<file path="config.mk">
export PLATFORM = sky130hd
export DESIGN_NAME = rotating_selftest_tile
export DESIGN_NICKNAME = d
export VERILOG_FILES = /design/src/rtl/tile_pkg.sv /design/src/rtl/lut_cell.sv /design/src/rtl/session_seq.sv /design/src/rtl/syndrome_decoder.sv /design/src/rtl/rotating_selftest_tile.sv
export SDC_FILE = /design/constraint.sdc
export NUM_CORES = 1
export LEC_CHECK = 0
export ABC_AREA = 1
export CAP_MARGIN = 10
export CORE_MARGIN = 2
export CORE_UTILIZATION = 30
export DETAILED_ROUTE_END_ITERATION = 8
export DONT_BUFFER_PORTS = 1
export PLACE_DENSITY = 0.41
export SLEW_MARGIN = 20
export SYNTH_ARGS = -nofsm -noshare
export SYNTH_HDL_FRONTEND = slang
export SYNTH_SLANG_ARGS = --single-unit
</file>
<file path="constraint.sdc">
create_clock -name clk -period 2.3 [get_ports clk]
set_input_delay 0.115 -clock clk [delete_from_list [all_inputs] [get_ports clk]]
set_output_delay 0.115 -clock clk [all_outputs]
set_load 0.01 [all_outputs]
</file>
<file path="src/rtl/tile_pkg.sv">
package tile_pkg;

    localparam int CELLS    = 4;
    localparam int SESSIONS = 4;
    localparam int ID_W     = $clog2(CELLS);
    localparam int SESS_W   = $clog2(SESSIONS);

    typedef enum logic [1:0] {
        ROLE_SRC = 2'd0,
        ROLE_DUT = 2'd1,
        ROLE_CMP = 2'd2
    } role_e;

    // Role of cell c in session s.
    function automatic role_e role_of(input int s, input int c);
        role_e r;
        r = ROLE_DUT;
        if (c == s) begin
            r = ROLE_SRC;
        end else begin
            case (s)
                0: if (c == 1) r = ROLE_CMP;
                1: if (c == 0) r = ROLE_CMP;
                2: if (c == 3) r = ROLE_CMP;
                default: if (c == 2) r = ROLE_CMP;
            endcase
        end
        return r;
    endfunction

    // Syndrome a lone faulty cell c produces: fail in every session where it is not the source.
    function automatic logic [SESSIONS-1:0] lone_fault_pattern(input int c);
        logic [SESSIONS-1:0] p;
        for (int s = 0; s < SESSIONS; s++) begin
            p[s] = (role_of(s, c) != ROLE_SRC);
        end
        return p;
    endfunction

endpackage

</file>
<file path="src/rtl/lut_cell.sv">
module lut_cell #(
    parameter int LUT_K = 4
) (
    input  logic [(1<<LUT_K)-1:0] func,
    input  logic [LUT_K-1:0]      addr,
    input  logic                  fault,
    output logic                  y
);
    always_comb begin
        y = func[addr] ^ fault;
    end
endmodule

</file>
<file path="src/rtl/session_seq.sv">
module session_seq
    import tile_pkg::*;
#(
    parameter int LUT_K = 4
) (
    input  logic                clk,
    input  logic                rst_n,
    input  logic                start,
    input  logic                mismatch,
    output logic [LUT_K-1:0]    vec,
    output logic [SESS_W-1:0]   sess,
    output logic [SESSIONS-1:0] syndrome,
    output logic                done,
    output logic                busy
);
    localparam logic [LUT_K-1:0]  VEC_LAST  = '1;
    localparam logic [SESS_W-1:0] SESS_LAST = SESS_W'(SESSIONS - 1);

    typedef enum logic [2:0] {
        ST_IDLE,
        ST_CLEAR,
        ST_APPLY,
        ST_LATCH,
        ST_DONE
    } state_e;

    state_e state, state_nx;
    logic   sticky;

    always_comb begin
        state_nx = state;
        unique case (state)
            ST_IDLE:  if (start) state_nx = ST_CLEAR;
            ST_CLEAR: state_nx = ST_APPLY;
            ST_APPLY: if (vec == VEC_LAST) state_nx = ST_LATCH;
            ST_LATCH: state_nx = (sess == SESS_LAST) ? ST_DONE : ST_CLEAR;
            ST_DONE:  state_nx = ST_IDLE;
            default:  state_nx = ST_IDLE;
        endcase
    end

    always_ff @(posedge clk or negedge rst_n) begin
        if (!rst_n) state <= ST_IDLE;
        else        state <= state_nx;
    end

    always_ff @(posedge clk or negedge rst_n) begin
        if (!rst_n) begin
            vec      <= '0;
            sess     <= '0;
            sticky   <= 1'b0;
            syndrome <= '0;
        end else begin
            unique case (state)
                ST_IDLE: begin
                    if (start) begin
                        syndrome <= '0;
                        sess     <= '0;
                    end
                end
                ST_CLEAR: begin
                    vec    <= '0;
                    sticky <= 1'b0;
                end
                ST_APPLY: begin
                    sticky <= sticky | mismatch;
                    vec    <= vec + 1'b1;
                end
                ST_LATCH: begin
                    syndrome[sess] <= sticky;
                    sess           <= sess + 1'b1;
                end
                default: ;
            endcase
        end
    end

    always_comb begin
        done = (state == ST_DONE);
        busy = (state != ST_IDLE);
    end
endmodule

</file>
<file path="src/rtl/syndrome_decoder.sv">
module syndrome_decoder
    import tile_pkg::*;
(
    input  logic [SESSIONS-1:0] syndrome,
    output logic                fault_valid,
    output logic [ID_W-1:0]     fault_id
);
    logic [CELLS-1:0] match;

    for (genvar c = 0; c < CELLS; c++) begin : g_match
        assign match[c] = (syndrome == lone_fault_pattern(c));
    end

    always_comb begin
        fault_valid = |match;
        fault_id    = '0;
        for (int c = 0; c < CELLS; c++) begin
            if (match[c]) fault_id = ID_W'(c);
        end
    end
endmodule

</file>
<file path="src/rtl/rotating_selftest_tile.sv">
module rotating_selftest_tile
    import tile_pkg::*;
#(
    parameter int LUT_K = 4
) (
    input  logic                  clk,
    input  logic                  rst_n,
    input  logic                  start,
    input  logic [(1<<LUT_K)-1:0] cell_func,
    input  logic [3:0]            fault_inj,
    output logic                  done,
    output logic [3:0]            syndrome,
    output logic                  fault_valid,
    output logic [1:0]            fault_id
);
    logic [LUT_K-1:0]  vec;
    logic [SESS_W-1:0] sess;
    logic [CELLS-1:0]  cell_y;
    logic              mismatch;
    logic              busy;

    for (genvar c = 0; c < CELLS; c++) begin : g_cell
        lut_cell #(.LUT_K(LUT_K)) cell_i (
            .func  (cell_func),
            .addr  (vec),
            .fault (fault_inj[c]),
            .y     (cell_y[c])
        );
    end

    // Route outputs by role: XOR of the pair under test, and a forced fail from a bad comparator.
    always_comb begin
        logic dut_x;
        logic cmp_bad;
        dut_x   = 1'b0;
        cmp_bad = 1'b0;
        for (int c = 0; c < CELLS; c++) begin
            if (role_of(int'(sess), c) == ROLE_DUT) dut_x   = dut_x ^ cell_y[c];
            if (role_of(int'(sess), c) == ROLE_CMP) cmp_bad = cmp_bad | fault_inj[c];
        end
        mismatch = dut_x | cmp_bad;
    end

    session_seq #(.LUT_K(LUT_K)) seq_i (
        .clk      (clk),
        .rst_n    (rst_n),
        .start    (start),
        .mismatch (mismatch),
        .vec      (vec),
        .sess     (sess),
        .syndrome (syndrome),
        .done     (done),
        .busy     (busy)
    );

    syndrome_decoder dec_i (
        .syndrome    (syndrome),
        .fault_valid (fault_valid),
        .fault_id    (fault_id)
    );
endmodule

</file>
## Word level (Yosys, flattened, before mapping)

Index checks and enable logic that the tools add are counted.

- Register bits after elaboration: 14
- Input port bits: 23
- Output and inout bits: 8
- Word-level logic and storage cells: 91

- Add/sub/neg operators: 2
- $lt $le $gt $ge: 3
- Eq/ne operators: 25
- Muxes and demuxes: 34
- Bitwise gates (word level): 12
- Reductions and logical operators: 10

Operators by type and width:

| operator | number |
|---|---|
| 2-to-1 mux 2 bit | 11 |
| == test 4 bit (second input constant) | 4 |
| one-hot mux 4 bit (2 select lines) | 2 |
| == test 2 bit (second input constant) | 6 |
| one-hot mux 3 bit (4 select lines) | 1 |
| 2-to-1 mux 1 bit | 11 |
| == test 2 x 1 -> 1 bit (second input constant) | 5 |
| 2-to-1 mux 3 bit | 3 |
| bitwise XOR 1 bit | 7 |
| == test 3 x 2 -> 1 bit (second input constant) | 2 |
| less-than comparator 4 x 5 -> 1 bit (second input constant) | 1 |
| bitwise OR 1 bit | 5 |
| adder 4 x 1 -> 4 bit (second input constant) | 1 |
| binary-select mux 1 bit (select 4 bit) | 1 |
| bitwise mux 4 bit | 1 |
| == test 2 bit (first input constant) | 2 |
| == test 4 x 3 -> 1 bit (second input constant) | 1 |
| zero test 2 bit | 2 |
| 2-to-1 mux 4 bit | 1 |
| one-hot mux 2 bit (2 select lines) | 1 |
| AND reduction 2 bit | 2 |
| nonzero test 2 bit | 2 |
| OR reduction 4 bit | 1 |
| == test 3 x 1 -> 1 bit (second input constant) | 1 |
| other kinds (12) | 12 |

## Longest topological paths before layout

- Depth in word-level cells: 14
- Depth in mapped cells: 9
- Gate-level depth less buffers: 9

## By module

A second synthesis with hierarchy kept.

- Cell total of the unflattened synthesis: 341
- Area, all modules: 1908.1 µm²

Modules (own cells, without submodules):

| module | times used | cells each | area an instance (µm²) | sequential area each (µm²) |
|---|---|---|---|---|
| lut_cell | 4 | 54 | 259.0 | 0.0 |
| session_seq | 1 | 91 | 730.7 | 350.3 |
| rotating_selftest_tile | 1 | 19 | 78.8 | 0.0 |
| syndrome_decoder | 1 | 15 | 62.6 | 0.0 |

## Least setup slack after synthesis

OpenSTA, ideal clock, no wires.

- Path kind: reg2reg
- From: register seq_i.sess[0]
- To: register seq_i.sticky
- Setup time: 0.116 ns
- Data arrival time: 1.130 ns
- Data required time: 2.184 ns
- Setup slack: 1.053 ns
- Cell stages (with the launch flop): 9
- Buffers on the path: 0
- Clock period less this slack: 1.247 ns
- Cells stage by stage: dfrtp_1 inv_1 ha_1 nor2_1 nand3_1 nand2_1 nand3_1 nand2_1 nand2_1

- Longest elaborated chain between the ends: 14
- Elaborated cells on any way between the ends: 41
- Those cells by class: eq/ne (13); mux (17); bitwise (8); reduce/logical (3)

RTL lines:

| item | line | RTL |
|---|---|---|
| from (decl) | session_seq.sv:11 | `output logic [SESS_W-1:0] sess,` |
| from (signal assigned) | session_seq.sv:71 | `sess <= sess + 1'b1;` |
| == test 2 x 1 -> 1 bit | tile_pkg.sv:21 | `case (s)` |
| 2-to-1 mux 2 bit | tile_pkg.sv:21 |  |
| 2-to-1 mux 2 bit | tile_pkg.sv:18 | `if (c == s) begin` |
| == test 2 x 1 -> 1 bit or == test 2 bit (tied branches) | rotating_selftest_tile.sv:38, rotating_selftest_tile.sv:39 |  |
| 2-to-1 mux 1 bit (on tied branches) | rotating_selftest_tile.sv:38, rotating_selftest_tile.sv:39 |  |
| bitwise XOR 1 bit or bitwise OR 1 bit (tied branches) | rotating_selftest_tile.sv:38, rotating_selftest_tile.sv:39 |  |
| 2-to-1 mux 1 bit (on tied branches) | rotating_selftest_tile.sv:38, rotating_selftest_tile.sv:39 |  |
| bitwise XOR 1 bit or bitwise OR 1 bit (tied branches) | rotating_selftest_tile.sv:38, rotating_selftest_tile.sv:39 |  |
| 2-to-1 mux 1 bit (on tied branches) | rotating_selftest_tile.sv:38, rotating_selftest_tile.sv:39 |  |
| bitwise XOR 1 bit or bitwise OR 1 bit (tied branches) | rotating_selftest_tile.sv:38, rotating_selftest_tile.sv:39 |  |
| 2-to-1 mux 1 bit (on tied branches) | rotating_selftest_tile.sv:38, rotating_selftest_tile.sv:39 |  |
| bitwise OR 1 bit * | rotating_selftest_tile.sv:41 | `mismatch = dut_x \| cmp_bad;` |
| bitwise OR 1 bit * | session_seq.sv:66 | `sticky <= sticky \| mismatch;` |
| one-hot mux 1 bit (2 select lines) * | session_seq.sv:54 | `unique case (state)` |
| to (signal assigned) | session_seq.sv:66 |  |
| to (decl) | session_seq.sv:28 | `logic sticky;` |

Every way passes the cells marked *; elsewhere a longest branch is shown, timed or not.
A chain may end at the register's enable or synchronous reset.

## Worst setup path after layout

Ends and elaborated chain as after synthesis.

==> results by stage <==
Status:
- The run finished, with violations left.
- The final reports fail on design-rule violations.

GRT:
- The layer flagged by global routing as most heavily used is met2.
- The global-route met3 utilization is 4.18%.
- Summed over all layers, the global routing overflow is 0.
- The met2 track utilization from global routing is 19.7%.
- The maximum number of pins on one net before global-route repair is 15.
- Global routing used 16.1% of the available met1 tracks.
- Global routing consumed, over all layers together, 12.5% of the routing resources.
- The number of global-route vias before repair was 700.
- The initial antenna violation count is 0.
- The wire length of the first global-routing pass is 3220 um.

Synthesis:
- A synthesized cell averages 7.28 um2.
- After Yosys synthesis, XOR and XNOR cells account for 0.978% of the synthesized area.
- The multiplexer share of the synthesized area is 0%.
- The combined area of all synthesized cells is 896 um2.
- After Yosys synthesis, and, or, nand and nor cells account for 32.0% of the synthesized area.
- The count of warnings emitted by yosys is 0.
- The complex-gate fraction of the synthesized area is 8.24%.
- The combinational family with the most area after synthesis is simple AND/OR/NAND/NOR gates.
- The number of storage elements in the synthesis netlist is 14.
- Summing the areas of all fa, ha and maj instances in the mapped netlist gives 12.6% of the synthesized area.
- Counting distinct cell types in the post-synthesis netlist gives 15.
- The cell count after synthesis is 123.
- The number of nets handed over by synthesis was 155.
- Of the synthesized area, sequential elements account for 39.1%.

STA:
- Setup repair after global routing left no endpoint under its margin.
- Setup violations remaining at the end of the flow were counted as 0.
- Static timing analysis puts the maximum clock frequency at 685 MHz.
- The headroom to the max-slew limit is 57.2%.
- The clock period minus worst slack is 1.46 ns.
- For the final database, setup skew stands at 0.000759 ns.
- The final hold violation count is 0.
- Dividing the final minimum period by the clock period gives 63.5%.
- The final-layout setup total negative slack is 0 ns.
- The final number of max-transition violations came to 0.
- The slew of the pin with the lowest slew margin is 0.640 ns.

Finish:
- The share of layout cells above drive strength 1 is 6.30%.
- In the final design database the tool counted 161 nets.
- The count of antenna diodes in the layout is 0.
- Counting the fill cells in the layout gives 317.
- The relative area change from synthesis to final layout is 7.96%.
- The share of the core filled with cells in the final layout is 34.5%.
- The total area of multi-input combinational cells is 482 um2.
- The flip-flop and latch area is 350 um2.

Routing:
- The detail route stage leaves a number of antenna-violating nets equal to 0.
- The DRC violation count after routing is 2.
- Before antenna repair, the detailed router went through 6 iterations.
- The average vias per placed instance is 4.63.
- After the first detailed-routing iteration, the DRC count stood at 27.
- After detailed routing, the total wire length is 1820 um.
- Detailed routing inserted a total of 731 vias.
- In the final routed layout, each cell accounts on average for 11.5 um.

Pwr:
- The maximum vdd drop is 0.000359 V.
- The areal power density over the cells is 1080 nW/um2.
- The cell leakage power is 0.527 nW.
- Overall power consumption after layout is estimated at 0.00104 W.

Placement:
- The number of I/O port buffers is 0.
- The weighted congestion at the end of routability-driven global placement is 0.745.
- The half-perimeter wire length after detailed placement is 1420 um.

CTS:
- The number of buffers on the longest clock path is 2.
- The clock drives 14 sinks.
- The number of buffers created by CTS is 3.
- Gates resized during post-CTS repair numbered 0.
- The clock network latency to the later pin of the worst-skew pair is 0.27 ns.
- After clock tree synthesis, the clock-pin slew on the worst setup and hold paths is 0.08 ns.
- Once the clock tree was built, the setup fixing pass inserted 0 buffers.
- In this run the number of H-tree levels came out at 1.
- The clock tree from TritonCTS is built.
- CTS placed an instance of sky130_fd_sc_hd__clkbuf_4 at the clock tree root.

Worst setup path:
- The required time at the worst-slack endpoint is 2.47 ns.
- The critical path goes through inv_1, ha_1, nor2_1, nand3_1, nand2_1, nand3_1, nand2_1, nand2_1.
- The element type at the critical path end is a flop.
- The arrival time reported for the critical path endpoint is 1.63 ns.
- Broken down by cell family, the worst path's largest delay share belongs to simple AND/OR/NAND/NOR gates.
- For this design, the slowest cell found on the critical path is sky130_fd_sc_hd__dfrtp_1.
- The maximum fanout along the worst path is 6.
- On the worst path, the slowest cell contributes a delay of 0.44 ns.
- Together, buffers and inverters on the worst path number 1.
- The category of the most critical setup path is flop to flop.
- The cell type with the highest occurrence count on the critical path is sky130_fd_sc_hd__nand2_1.
- The type of element launching the critical path is a flop.

Floorplanning:
- In this run the core area contains 19 standard-cell rows.
- Pin placement for this block handled 31 I/O pins.
- The y dimension of the die is 58.6 um.
- The standard cell core area is 2810 um2.
- The area of the die is 3440 um2.
- The horizontal die dimension is 58.6 um.
- The effective utilization at floorplan is 31.9%.

Flow run:
- The max-capacitance violation count is 0.

Hold path:
- The type of the tightest min-delay check is primary input to flop.
[cell usage in the layout (no fill, tap or decap)]
master,count
sky130_fd_sc_hd__nor2_1,13
sky130_fd_sc_hd__inv_1,16
sky130_fd_sc_hd__nand2_2,2
sky130_fd_sc_hd__nand2_1,43
sky130_fd_sc_hd__a22o_2,1
sky130_fd_sc_hd__inv_2,1
sky130_fd_sc_hd__o211ai_1,1
sky130_fd_sc_hd__nor2_4,1
sky130_fd_sc_hd__dfrtp_1,14
sky130_fd_sc_hd__ha_1,9
sky130_fd_sc_hd__o21ai_0,10
sky130_fd_sc_hd__nand3b_1,1
sky130_fd_sc_hd__xor2_1,1
sky130_fd_sc_hd__o22ai_1,1
sky130_fd_sc_hd__clkbuf_4,3
sky130_fd_sc_hd__nand3_1,9
sky130_fd_sc_hd__dlygate4sd3_1,1
[final timing paths]
path	startpoint	slack, ns	end	cells past startpoint
max in group asynchronous	rst_n	1.59	seq_i.state[1]	1
setup / recovery	seq_i.sess[0]	0.84	seq_i.sticky	8
hold / removal	start	0.08	seq_i.state[0]	4
hold reg to reg	seq_i.vec[0]	0.54	seq_i.vec[0]	1
setup reg to reg	seq_i.sess[0]	0.84	seq_i.sticky	8
min in group asynchronous	rst_n	0.30	seq_i.syndrome[1]	1
[cell usage after synthesis (all sizes together)]
library cell	instances	share of area (%)
ha	9	13
nor2	14	6.7
inv	17	7.1
nand3	9	5.0
a22o	1	1.1
o211ai	1	0.84
xor2	1	0.98
o22ai	1	0.70
dfrtp	14	39
nand3b	1	0.84
nand2	45	19
o21ai	10	5.6
[cell families after synthesis]
group | count (synthesis)
AOI/OAI and AO/OA | 13
xor gates and xnor gates | 1
adders and majority gates | 9
buffers and inverters | 17
DFF | 14
and+or+nand+nor | 69
[cell type report]
cell class                 count  share of cell area [%]
sequential                    14                    36.2
clock buffer                   3                    2.33
tap                           31                    4.01
inverter                      17                    6.60
multi-input combinational     92                    49.8
timing repair buffer           1                    1.03
[layer usage]
metal | part of all wire, % | vias up | wire length (um)
met4 | 0.99 | 0 | 18
met2 | 44 | 10 | 796
li1 | - | 393 | -
met3 | 4.7 | 2 | 85
met5 | 0 | - | 0
met1 | 50 | 326 | 918
[where the power goes]
part           switching (W)  leakage (nW)  internal [W]
clock              0.0000758        0.0138     0.0000606
sequential          0.000119         0.182      0.000337
combinational       0.000279         0.331      0.000170
[worst register-to-register path, stage by stage (launching register included)]
cell and delay (ns):
sky130_fd_sc_hd__dfrtp_1 0.44, sky130_fd_sc_hd__inv_1 0.16, sky130_fd_sc_hd__ha_1 0.26, sky130_fd_sc_hd__nor2_1 0.16
sky130_fd_sc_hd__nand3_1 0.10, sky130_fd_sc_hd__nand2_1 0.07, sky130_fd_sc_hd__nand3_1 0.08, sky130_fd_sc_hd__nand2_1 0.06
sky130_fd_sc_hd__nand2_1 0.04
[flip-flops by register name, summed over array words and instances (netlist names)]
name            flops
seq_i.sess          2
seq_i.sticky        1
seq_i.vec           4
seq_i.state         3
seq_i.syndrome      4
[what timing repair did]
action,4_1_cts,5_1_grt
endpoints found under the hold margin,14,0
hold buffers,1,0
endpoints found under the setup margin,0,0
[per-stage QoR]
| stage | instances | setup slack, ns | area, um2 | hold slack [ns] |
|---|---|---|---|---|
| 6_report | 158 | 0.840 | 967 | 0.0812 |
| 5_1_grt | 158 | 0.641 | 967 | 0.111 |
| 4_1_cts | 158 | 0.805 | 967 | 0.0758 |
| 3_5_place_dp | 154 | 0.823 | 935 | -0.180 |
| 3_3_place_gp | 154 | 0.849 | 935 | -0.180 |
| 2_1_floorplan | 123 | 1.05 | 896 | -0.181 |
(Power assumes the default switching activity.)
